==> src/rtl/tm_mark_pkg.sv <==
package tm_mark_pkg;
  typedef enum logic [1:0] {
    OP_LOAD = 2'd0,
    OP_SET  = 2'd1,
    OP_CLR  = 2'd2,
    OP_TEST = 2'd3
  } mark_op_e;
endpackage

==> src/rtl/tm_mark_line.sv <==
module tm_mark_line #(
  parameter int SUBS = 4
) (
  input  logic            clk_i,
  input  logic            rst_ni,
  input  logic [SUBS-1:0] set_i,
  input  logic [SUBS-1:0] clr_i,
  input  logic            kill_i,
  output logic [SUBS-1:0] marks_o
);
  logic [SUBS-1:0] marks_q;

  always_ff @(posedge clk_i or negedge rst_ni) begin
    if (!rst_ni)     marks_q <= '0;
    else if (kill_i) marks_q <= '0;  // line loss beats a set
    else             marks_q <= (marks_q & ~clr_i) | set_i;
  end

  assign marks_o = marks_q;
endmodule

==> src/rtl/tm_mark_cnt.sv <==
module tm_mark_cnt #(
  parameter int CNT_W = 8
) (
  input  logic             clk_i,
  input  logic             rst_ni,
  input  logic             ctx_sw_i,
  input  logic             clr_i,
  input  logic [1:0]       inc_i,
  output logic [CNT_W-1:0] cnt_o
);
  logic [CNT_W-1:0] cnt_q;
  logic [CNT_W:0]   sum;

  assign sum = {1'b0, cnt_q} + (CNT_W+1)'(inc_i);

  always_ff @(posedge clk_i or negedge rst_ni) begin
    if (!rst_ni)          cnt_q <= '0;
    else if (ctx_sw_i)    cnt_q <= '1;
    else if (clr_i)       cnt_q <= '0;
    else if (sum[CNT_W])  cnt_q <= '1;
    else                  cnt_q <= sum[CNT_W-1:0];
  end

  assign cnt_o = cnt_q;
endmodule

==> src/rtl/tm_mark_array.sv <==
module tm_mark_array
  import tm_mark_pkg::*;
#(
  parameter int NUM_LINES = 8,
  parameter int SUBS      = 4,
  parameter int CNT_W     = 8,
  localparam int LW = $clog2(NUM_LINES),
  localparam int SW = $clog2(SUBS)
) (
  input  logic             clk_i,
  input  logic             rst_ni,
  input  logic             req_valid_i,
  input  logic [1:0]       req_op_i,
  input  logic [LW-1:0]    req_line_i,
  input  logic [SW-1:0]    req_sub_i,
  input  logic             evict_valid_i,
  input  logic [LW-1:0]    evict_line_i,
  input  logic             snoop_valid_i,
  input  logic [LW-1:0]    snoop_line_i,
  input  logic             clr_all_i,
  input  logic             cnt_clr_i,
  input  logic             ctx_sw_i,
  output logic             rsp_valid_o,
  output logic             rsp_mark_o,
  output logic [CNT_W-1:0] cnt_o
);
  mark_op_e op;
  logic [SUBS-1:0] sub_oh;
  logic [NUM_LINES-1:0][SUBS-1:0] marks;
  logic [NUM_LINES-1:0] line_any;
  logic evict_hit, snoop_hit;
  logic [1:0] inc_amt;
  logic rsp_valid_q, rsp_mark_q;

  assign op     = mark_op_e'(req_op_i);
  assign sub_oh = SUBS'(1) << req_sub_i;

  for (genvar g = 0; g < NUM_LINES; g++) begin : g_line
    logic hit, kill;
    logic [SUBS-1:0] set_v, clr_v;
    assign hit   = req_valid_i && (req_line_i == LW'(g));
    assign set_v = (hit && op == OP_SET) ? sub_oh : '0;
    assign clr_v = (hit && op == OP_CLR) ? sub_oh : '0;
    assign kill  = clr_all_i
                 || (evict_valid_i && evict_line_i == LW'(g))
                 || (snoop_valid_i && snoop_line_i == LW'(g));
    tm_mark_line #(.SUBS(SUBS)) u_line (
      .clk_i   (clk_i),
      .rst_ni  (rst_ni),
      .set_i   (set_v),
      .clr_i   (clr_v),
      .kill_i  (kill),
      .marks_o (marks[g])
    );
    assign line_any[g] = |marks[g];
  end

  // loss is judged on marks held before this cycle
  assign evict_hit = evict_valid_i && line_any[evict_line_i];
  assign snoop_hit = snoop_valid_i && line_any[snoop_line_i];
  assign inc_amt   = 2'(evict_hit) + 2'(snoop_hit) + 2'(clr_all_i);

  tm_mark_cnt #(.CNT_W(CNT_W)) u_cnt (
    .clk_i    (clk_i),
    .rst_ni   (rst_ni),
    .ctx_sw_i (ctx_sw_i),
    .clr_i    (cnt_clr_i),
    .inc_i    (inc_amt),
    .cnt_o    (cnt_o)
  );

  always_ff @(posedge clk_i or negedge rst_ni) begin
    if (!rst_ni) begin
      rsp_valid_q <= 1'b0;
      rsp_mark_q  <= 1'b0;
    end else begin
      rsp_valid_q <= req_valid_i;
      rsp_mark_q  <= req_valid_i && op == OP_TEST && marks[req_line_i][req_sub_i];
    end
  end

  assign rsp_valid_o = rsp_valid_q;
  assign rsp_mark_o  = rsp_mark_q;
endmodule

==> config.mk <==
export PLATFORM = sky130hd
export DESIGN_NAME = tm_mark_array
export DESIGN_NICKNAME = d
export VERILOG_FILES = /design/src/rtl/tm_mark_pkg.sv /design/src/rtl/tm_mark_line.sv /design/src/rtl/tm_mark_cnt.sv /design/src/rtl/tm_mark_array.sv
export SDC_FILE = /design/constraint.sdc
export NUM_CORES = 1
export LEC_CHECK = 0
export BUFFER_PORTS_ARGS = -buffer_cell sky130_fd_sc_hd__buf_2
export CORE_AREA = 4 4 95 75
export DETAILED_ROUTE_END_ITERATION = 12
export DIE_AREA = 0 0 99 79
export GPL_ROUTABILITY_DRIVEN = 0
export PLACE_DENSITY = 0.73
export REMOVE_ABC_BUFFERS = 1
export SLEW_MARGIN = 20
export SYNTH_ARGS = -nofsm -noshare
export SYNTH_HDL_FRONTEND = slang
export SYNTH_SLANG_ARGS = --single-unit
==> constraint.sdc <==
create_clock -name clk_i -period 7.69 [get_ports clk_i]
set_clock_uncertainty 0.2 [all_clocks]
set_input_delay 0 -clock clk_i [delete_from_list [all_inputs] [get_ports clk_i]]
set_output_delay 0 -clock clk_i [all_outputs]
set_load 0.01 [all_outputs]
# [Yosys cells after proc, flatten, opt, wreduce, memory -nomap -nowiden]
# Cells that the tools add are included.
# Widths: inputs -> output; s select.
[op_classes] n_shift=1 n_mul=0 muxes=35 n_addsub=3 magnitude_cmp=4 n_eq_ne=24 reduce_logical=71 bitwise_logic=24 div=0
[op_table] op="$mux 4" n=25
[op_table] op="$logic_and 1x1->1" n=44
[op_table] op="$eq 3x3->1 const B" n=12
[op_table] op="$and 4x4->4" n=8
[op_table] op="$not 4->4" n=8
[op_table] op="$or 4x4->4" n=8
[op_table] op="$reduce_or 4->1" n=8
[op_table] op="$mux 8" n=3
[op_table] op="$eq 3x2->1 const B" n=6
[op_table] op="$logic_or 1x1->1" n=16
[op_table] op="$bmux 4 s3" n=1
[op_table] op="$lt 3x4->1 const B" n=3
[op_table] op="$add 8x2->9" n=1
[op_table] op="$eq 3x1->1 const B" n=3
[op_table] op="$logic_not 3->1" n=3
[op_table] op="$bmux 1 s3" n=2
[op_table] op="$eq 2x2->1 const B" n=2
[op_table] op="$shl 1x2->4 const A" n=1
[op_table] op="$lt 2x3->1 const B" n=1
[op_table] op="$mux 1" n=3
[op_table] op="$add 1x1->2" n=1
[op_table] op="$add 2x1->2" n=1
[op_table] op="$bmux 1 s2" n=1
[op_table] op="$eq 2x1->1 const B" n=1
[totals] memories=0 ramBits=0 inputBits=21 register_bits=42 output_inout_bits=10 word_cells=173 latchBits=0 mem_bits_ro=0

# [Longest topological paths before layout]
[depth] word_depth=10 depth_mapped=14 depth_no_buf=14

# [Modules after synthesis]
# A second synthesis with hierarchy kept.
[unflattened] cells_unflattened=385 area_unflattened_um2=2910.3
[by_module_without_submodules] mod="tm_mark_line" cells_each=16 seq_area_each_um2=100.1 area_per_inst_um2=160.2 instances=8
[by_module_without_submodules] mod="tm_mark_array" cells_each=208 seq_area_each_um2=50.0 area_per_inst_um2=1149.9 instances=1
[by_module_without_submodules] mod="tm_mark_cnt" cells_each=49 seq_area_each_um2=200.2 area_per_inst_um2=479.2 instances=1

# [Worst setup path after synthesis]
# OpenSTA, ideal clock, no wires.
[synth_timing] path_kind="reg2reg" startpoint="reg g_line[2].u_line.marks_q[2]" endpoint="reg u_cnt.cnt_q[2] (netlist: u_cnt.cnt_o[2])" stages_incl_launch_ff=14 arrival_ns=2.874 period_less_slack_ns=3.152 n_path_buf=0 t_required_ns=7.412 path_slack_ns=4.538 cell_sequence="dfrtp_1 -> or4_4 -> nor2_2 -> a21oi_1 -> o31a_1 -> a21oi_1 -> fa_1 -> inv_1 -> ha_1 -> fa_1 -> nand4_1 -> nor2_1 -> nor2_1 -> o21bai_1"
[synth_via] elab_chain_len=10
[synth_lines] item="start, declared" line="tm_mark_line.sv:11" text="logic [SUBS-1:0] marks_q;"
[synth_lines] item="start signal, assigned" line="tm_mark_line.sv:16" text="else marks_q <= (marks_q & ~clr_i) | set_i;"
[synth_lines] item="$reduce_or 4->1 *" line="tm_mark_array.sv:55" text="assign line_any[g] = |marks[g];"
[synth_lines] item="$bmux 1 s3 (on tied branches)" line="tm_mark_array.sv:59, tm_mark_array.sv:60"
[synth_lines] item="$mux 1 (on tied branches)" line="tm_mark_array.sv:59, tm_mark_array.sv:60"
[synth_lines] item="$logic_and 1x1->1 (on tied branches)" line="tm_mark_array.sv:59, tm_mark_array.sv:60"
[synth_lines] item="$add 1x1->2 *" line="tm_mark_array.sv:61" text="assign inc_amt = 2'(evict_hit) + 2'(snoop_hit) + 2'(clr_all_i);"
[synth_lines] item="$add 2x1->2 *" line="tm_mark_array.sv:61"
[synth_lines] item="$add 8x2->9 *" line="tm_mark_cnt.sv:14" text="assign sum = {1'b0, cnt_q} + (CNT_W+1)'(inc_i);"
[synth_lines] item="$mux 8 *" line="tm_mark_cnt.sv:20" text="else if (sum[CNT_W]) cnt_q <= '1;"
[synth_lines] item="$mux 8 *" line="tm_mark_cnt.sv:19" text="else if (clr_i) cnt_q <= '0;"
[synth_lines] item="$mux 8 *" line="tm_mark_cnt.sv:18" text="else if (ctx_sw_i) cnt_q <= '1;"
[synth_lines] item="end signal, assigned" line="tm_mark_cnt.sv:21" text="else cnt_q <= sum[CNT_W-1:0];"
[synth_lines] item="end, declared" line="tm_mark_cnt.sv:11" text="logic [CNT_W-1:0] cnt_q;"
# Mark *: on every way between the ends. The rest lies on a longest branch, timed or not. The select of a mux whose other input is x is not followed.

# [Worst setup path after layout]
[layout_timing] startpoint="reg g_line[7].u_line.marks_q[1]" endpoint="reg u_cnt.cnt_q[5] (netlist: u_cnt.cnt_o[5])"
[layout_via] elab_chain_len=10
[layout_lines] item="start, declared" line="tm_mark_line.sv:11"
[layout_lines] item="start signal, assigned" line="tm_mark_line.sv:16"
[layout_lines] item="$reduce_or 4->1 *" line="tm_mark_array.sv:55"
[layout_lines] item="$bmux 1 s3 (on tied branches)" line="tm_mark_array.sv:59, tm_mark_array.sv:60"
[layout_lines] item="$mux 1 (on tied branches)" line="tm_mark_array.sv:59, tm_mark_array.sv:60"
[layout_lines] item="$logic_and 1x1->1 (on tied branches)" line="tm_mark_array.sv:59, tm_mark_array.sv:60"
[layout_lines] item="$add 1x1->2 *" line="tm_mark_array.sv:61"
[layout_lines] item="$add 2x1->2 *" line="tm_mark_array.sv:61"
[layout_lines] item="$add 8x2->9 *" line="tm_mark_cnt.sv:14"
[layout_lines] item="$mux 8 *" line="tm_mark_cnt.sv:20"
[layout_lines] item="$mux 8 *" line="tm_mark_cnt.sv:19"
[layout_lines] item="$mux 8 *" line="tm_mark_cnt.sv:18"
# Marked as above.

==> results.txt <==
Hold depth: 4
Arr. time, crit path: 4.15 ns
Post-route setup slack: 3.58 ns
Sequential power share: 50.6%
Most area-hungry cell type in the Yosys netlist: dfrtp_1
R2R setup slack: 3.58 ns
Floorplan row count: 25
Synth unique cells: 54
Die width: 99 um
Core ar.: 6160 sq um
Combinational share of power: 19.0%
Max stage delay on crit path: 0.57 ns
Max transition margin: 36.2%
Detailed Place HPWL: 5380 um
Syn_area_per_cell: 8.58 sq um
Status: finished clean
Initial antenna violation count: 0
Measured slew at the worst slew-check pin: 0.956 ns
Height of the die: 79 um
Clock Power Share: 30.4%
Share of layout cells above drive strength 1: 16.0%
Power Density: 153 nW/um^2
CTS H-tree depth: 2
Setup Crit Path Kind: register to register
Fmax: 0.244 GHz
First-pass DRT Iterations: 5
Layout area overhead: 12.6%
ANT cells: 0
Worst min path class: input port to register
Leak Pwr: 0.00123 uW
Hold Buf Count CTS: 9
Dominant cells by area after synthesis: dfrtp_1 39%, a21oi_1 7.7%, nand2_1 7.2%
Vias in the first global route: 2349
Port Buffers: 30
Routed wire length: 7570 um
CP Launch Type: register
Mapped Cells: 310
Buf/Inv on CP: 2
Mapped cell area: 2660 sq um
Worst path cell trace: nor4_1 > mux2i_1 > nor2b_1 > o22ai_1 > a21oi_1 > fa_1 > inv_1 > ha_1 > fa_1 > nand4_1 > nor2_1 > nor2_1 > o21bai_1 > dlygate4sd3_1
FFs w/ async S/R, synth: 100%
CTS Sinks: 42
Register area: 1050 sq um
FF-to-FF Start: g_line[7].u_line.marks_o[1]
Nets: 369
DR vias/cell: 6.03
Min-delay src: evict_line_i[1]
Crit share post-route: 53.4%
Sw Share: 30.3%
Largest net degree at the start of global routing: 43
Overall power: 458 uW
Global route overflow: 0
R2R depth: 14
Number of synthesized register bits: 42
Overall global routing resource usage: 19.9%
Fillers: 599
CTS Buf Count: 5
DR WL/cell: 17.8 um
Seq/Total Area, Yosys: 39.5%
DR vias: 2563
Antenna viol nets, final: 0
Slew Viols, Final: 0
Die ar.: 7820 sq um
Pre-CTS WS: 4.24 ns
Syn. warnings: 0
Yosys top cell area share: 39.5%
Multi-input logic area: 1490 sq um
Critical Path Fanout Max: 6
Root Driver: clkbuf_8
R2R Path End: u_cnt.cnt_o[5]
PostCTS Resize Cnt: 0
Clk Latency, worst-skew pair: 0.31 ns
Top-Level Pins: 31
CTS max path bufs: 2
Final Setup Violations: 0
Drt drc: 0
Most frequent cell after synthesis: nand2_1
RSZ-0062 raised after global routing: false
CTS tree: done
Setup TNS: 0 ns
Most instantiated cells after synthesis: 51 x nand2_1, 42 x dfrtp_1, 41 x a21oi_1
Max-cap violation count: 0
Number of flops mapped to enable cells by yosys: 0
Clock transition at the registers of the reported paths: 0.08 ns
Critical-path top delay cell: dlygate4sd3_1
Min Tclk post-route: 4.11 ns
Initial Utilization: 43.2%
Peak supply drop: 64.7 uV
Starting DRT DRC Count: 261
Psw: 139 uW
First-pass GRT wire length: 12200 um
Setup Fix Bufs, Post-CTS: 0
CP Data Required Time: 7.73 ns
CP Capture Type: register
Main synth FF type: dfrtp_1
Crit path max-delay family: simple AND/OR/NAND/NOR gates
Final hold violation count: 0
Hold Path End: g_line[2].u_line.marks_o[2]
Internal: 319 uW
sequential cells by signal, indices dropped and copies added, names as in the netlist:
register,count
g_line.u_line.marks_o,32
rsp_valid_o,1
rsp_mark_o,1
u_cnt.cnt_o,8
cell usage in the layout (no fill, tap or decap), types with 3 or more instances in the layout:
cell	netlist	layout
mux2_2	3	3
dlygate4sd3_1	0	9
a21oi_1	41	41
nor4_1	5	5
o31ai_1	4	4
nand3_1	11	11
mux2i_1	5	5
nor2b_1	5	5
buf_2	4	30
nor2_2	4	4
o221ai_1	6	6
o21bai_1	8	8
o21ai_0	36	36
nor2_1	19	19
o22ai_1	5	5
nand2_1	51	51
inv_1	9	9
mux4_2	3	3
nand2b_1	4	4
nand3b_1	3	3
dfrtp_1	42	42
clkbuf_8	1	5
per-stage QoR:
stage                     area [sq um]  hold WS (ns)  util, %  cells
after CTS                         3000      0.000155     48.6    425
after global routing              3000        0.0530     48.6    425
after detailed placement          2830       -0.0410     45.9    409
after floorplan                   2580        -0.496        -    298
final                             3000        0.0265     48.6    425
after global placement            2830       -0.0467     45.9    409
area by class of cell:
cell class                 instances  share of cell area [%]
timing repair buffer              39                    8.01
inverter                          10                    1.25
multi-input combinational        246                    49.7
clock inverter                     2                   0.334
sequential                        42                    35.1
tap                               81                    3.38
clock buffer                       5                    2.30
cells by family after synthesis:
logic type	share of synthesized area (%)
muxes	6.68
xor gates and xnor gates	0.987
buffers and inverters	4.56
and+or+nand+nor	22.4
DFF	39.5
AOI/OAI and AO/OA	23.5
adders and majority gates	2.44
tightest hold or removal path, stage by stage:
cell     delay (ns)
buf_2          0.12
a31oi_1        0.08
o21ai_0        0.22
a21oi_1        0.07
layer usage:
metal | wire length, um | global-route usage [%]
met5 | 0 | 0
met3 | 888 | 5.97
met2 | 3110 | 26.3
met4 | 91 | 4.91
met1 | 3480 | 31.2
power by group through the flow:
| stage | Sequential [uW] | Clock (uW) | Combinational (uW) |
|---|---|---|---|
| after CTS | 232 | 141 | 86.0 |
| after detailed placement | 236 | 0 | 81.6 |
| after floorplan | 238 | 0 | 43.9 |
| after global placement | 236 | 0 | 81.6 |
| after global routing | 233 | 150 | 97.8 |
| final | 232 | 139 | 87.0 |
how the worst max path moves through the flow:
stage / from / to / slack [ns] / cells after the start
after floorplan: g_line[2].u_line.marks_o[2] / u_cnt.cnt_o[2] / 4.54 / 13
after global placement: g_line[2].u_line.marks_o[2] / u_cnt.cnt_o[5] / 4.30 / 13
after detailed placement: g_line[2].u_line.marks_o[2] / u_cnt.cnt_o[3] / 4.24 / 13
after CTS: g_line[2].u_line.marks_o[2] / u_cnt.cnt_o[5] / 3.69 / 14
after global routing: g_line[7].u_line.marks_o[1] / u_cnt.cnt_o[5] / 3.33 / 14
final: g_line[7].u_line.marks_o[1] / u_cnt.cnt_o[5] / 3.58 / 14
(Power assumes the default switching activity.)
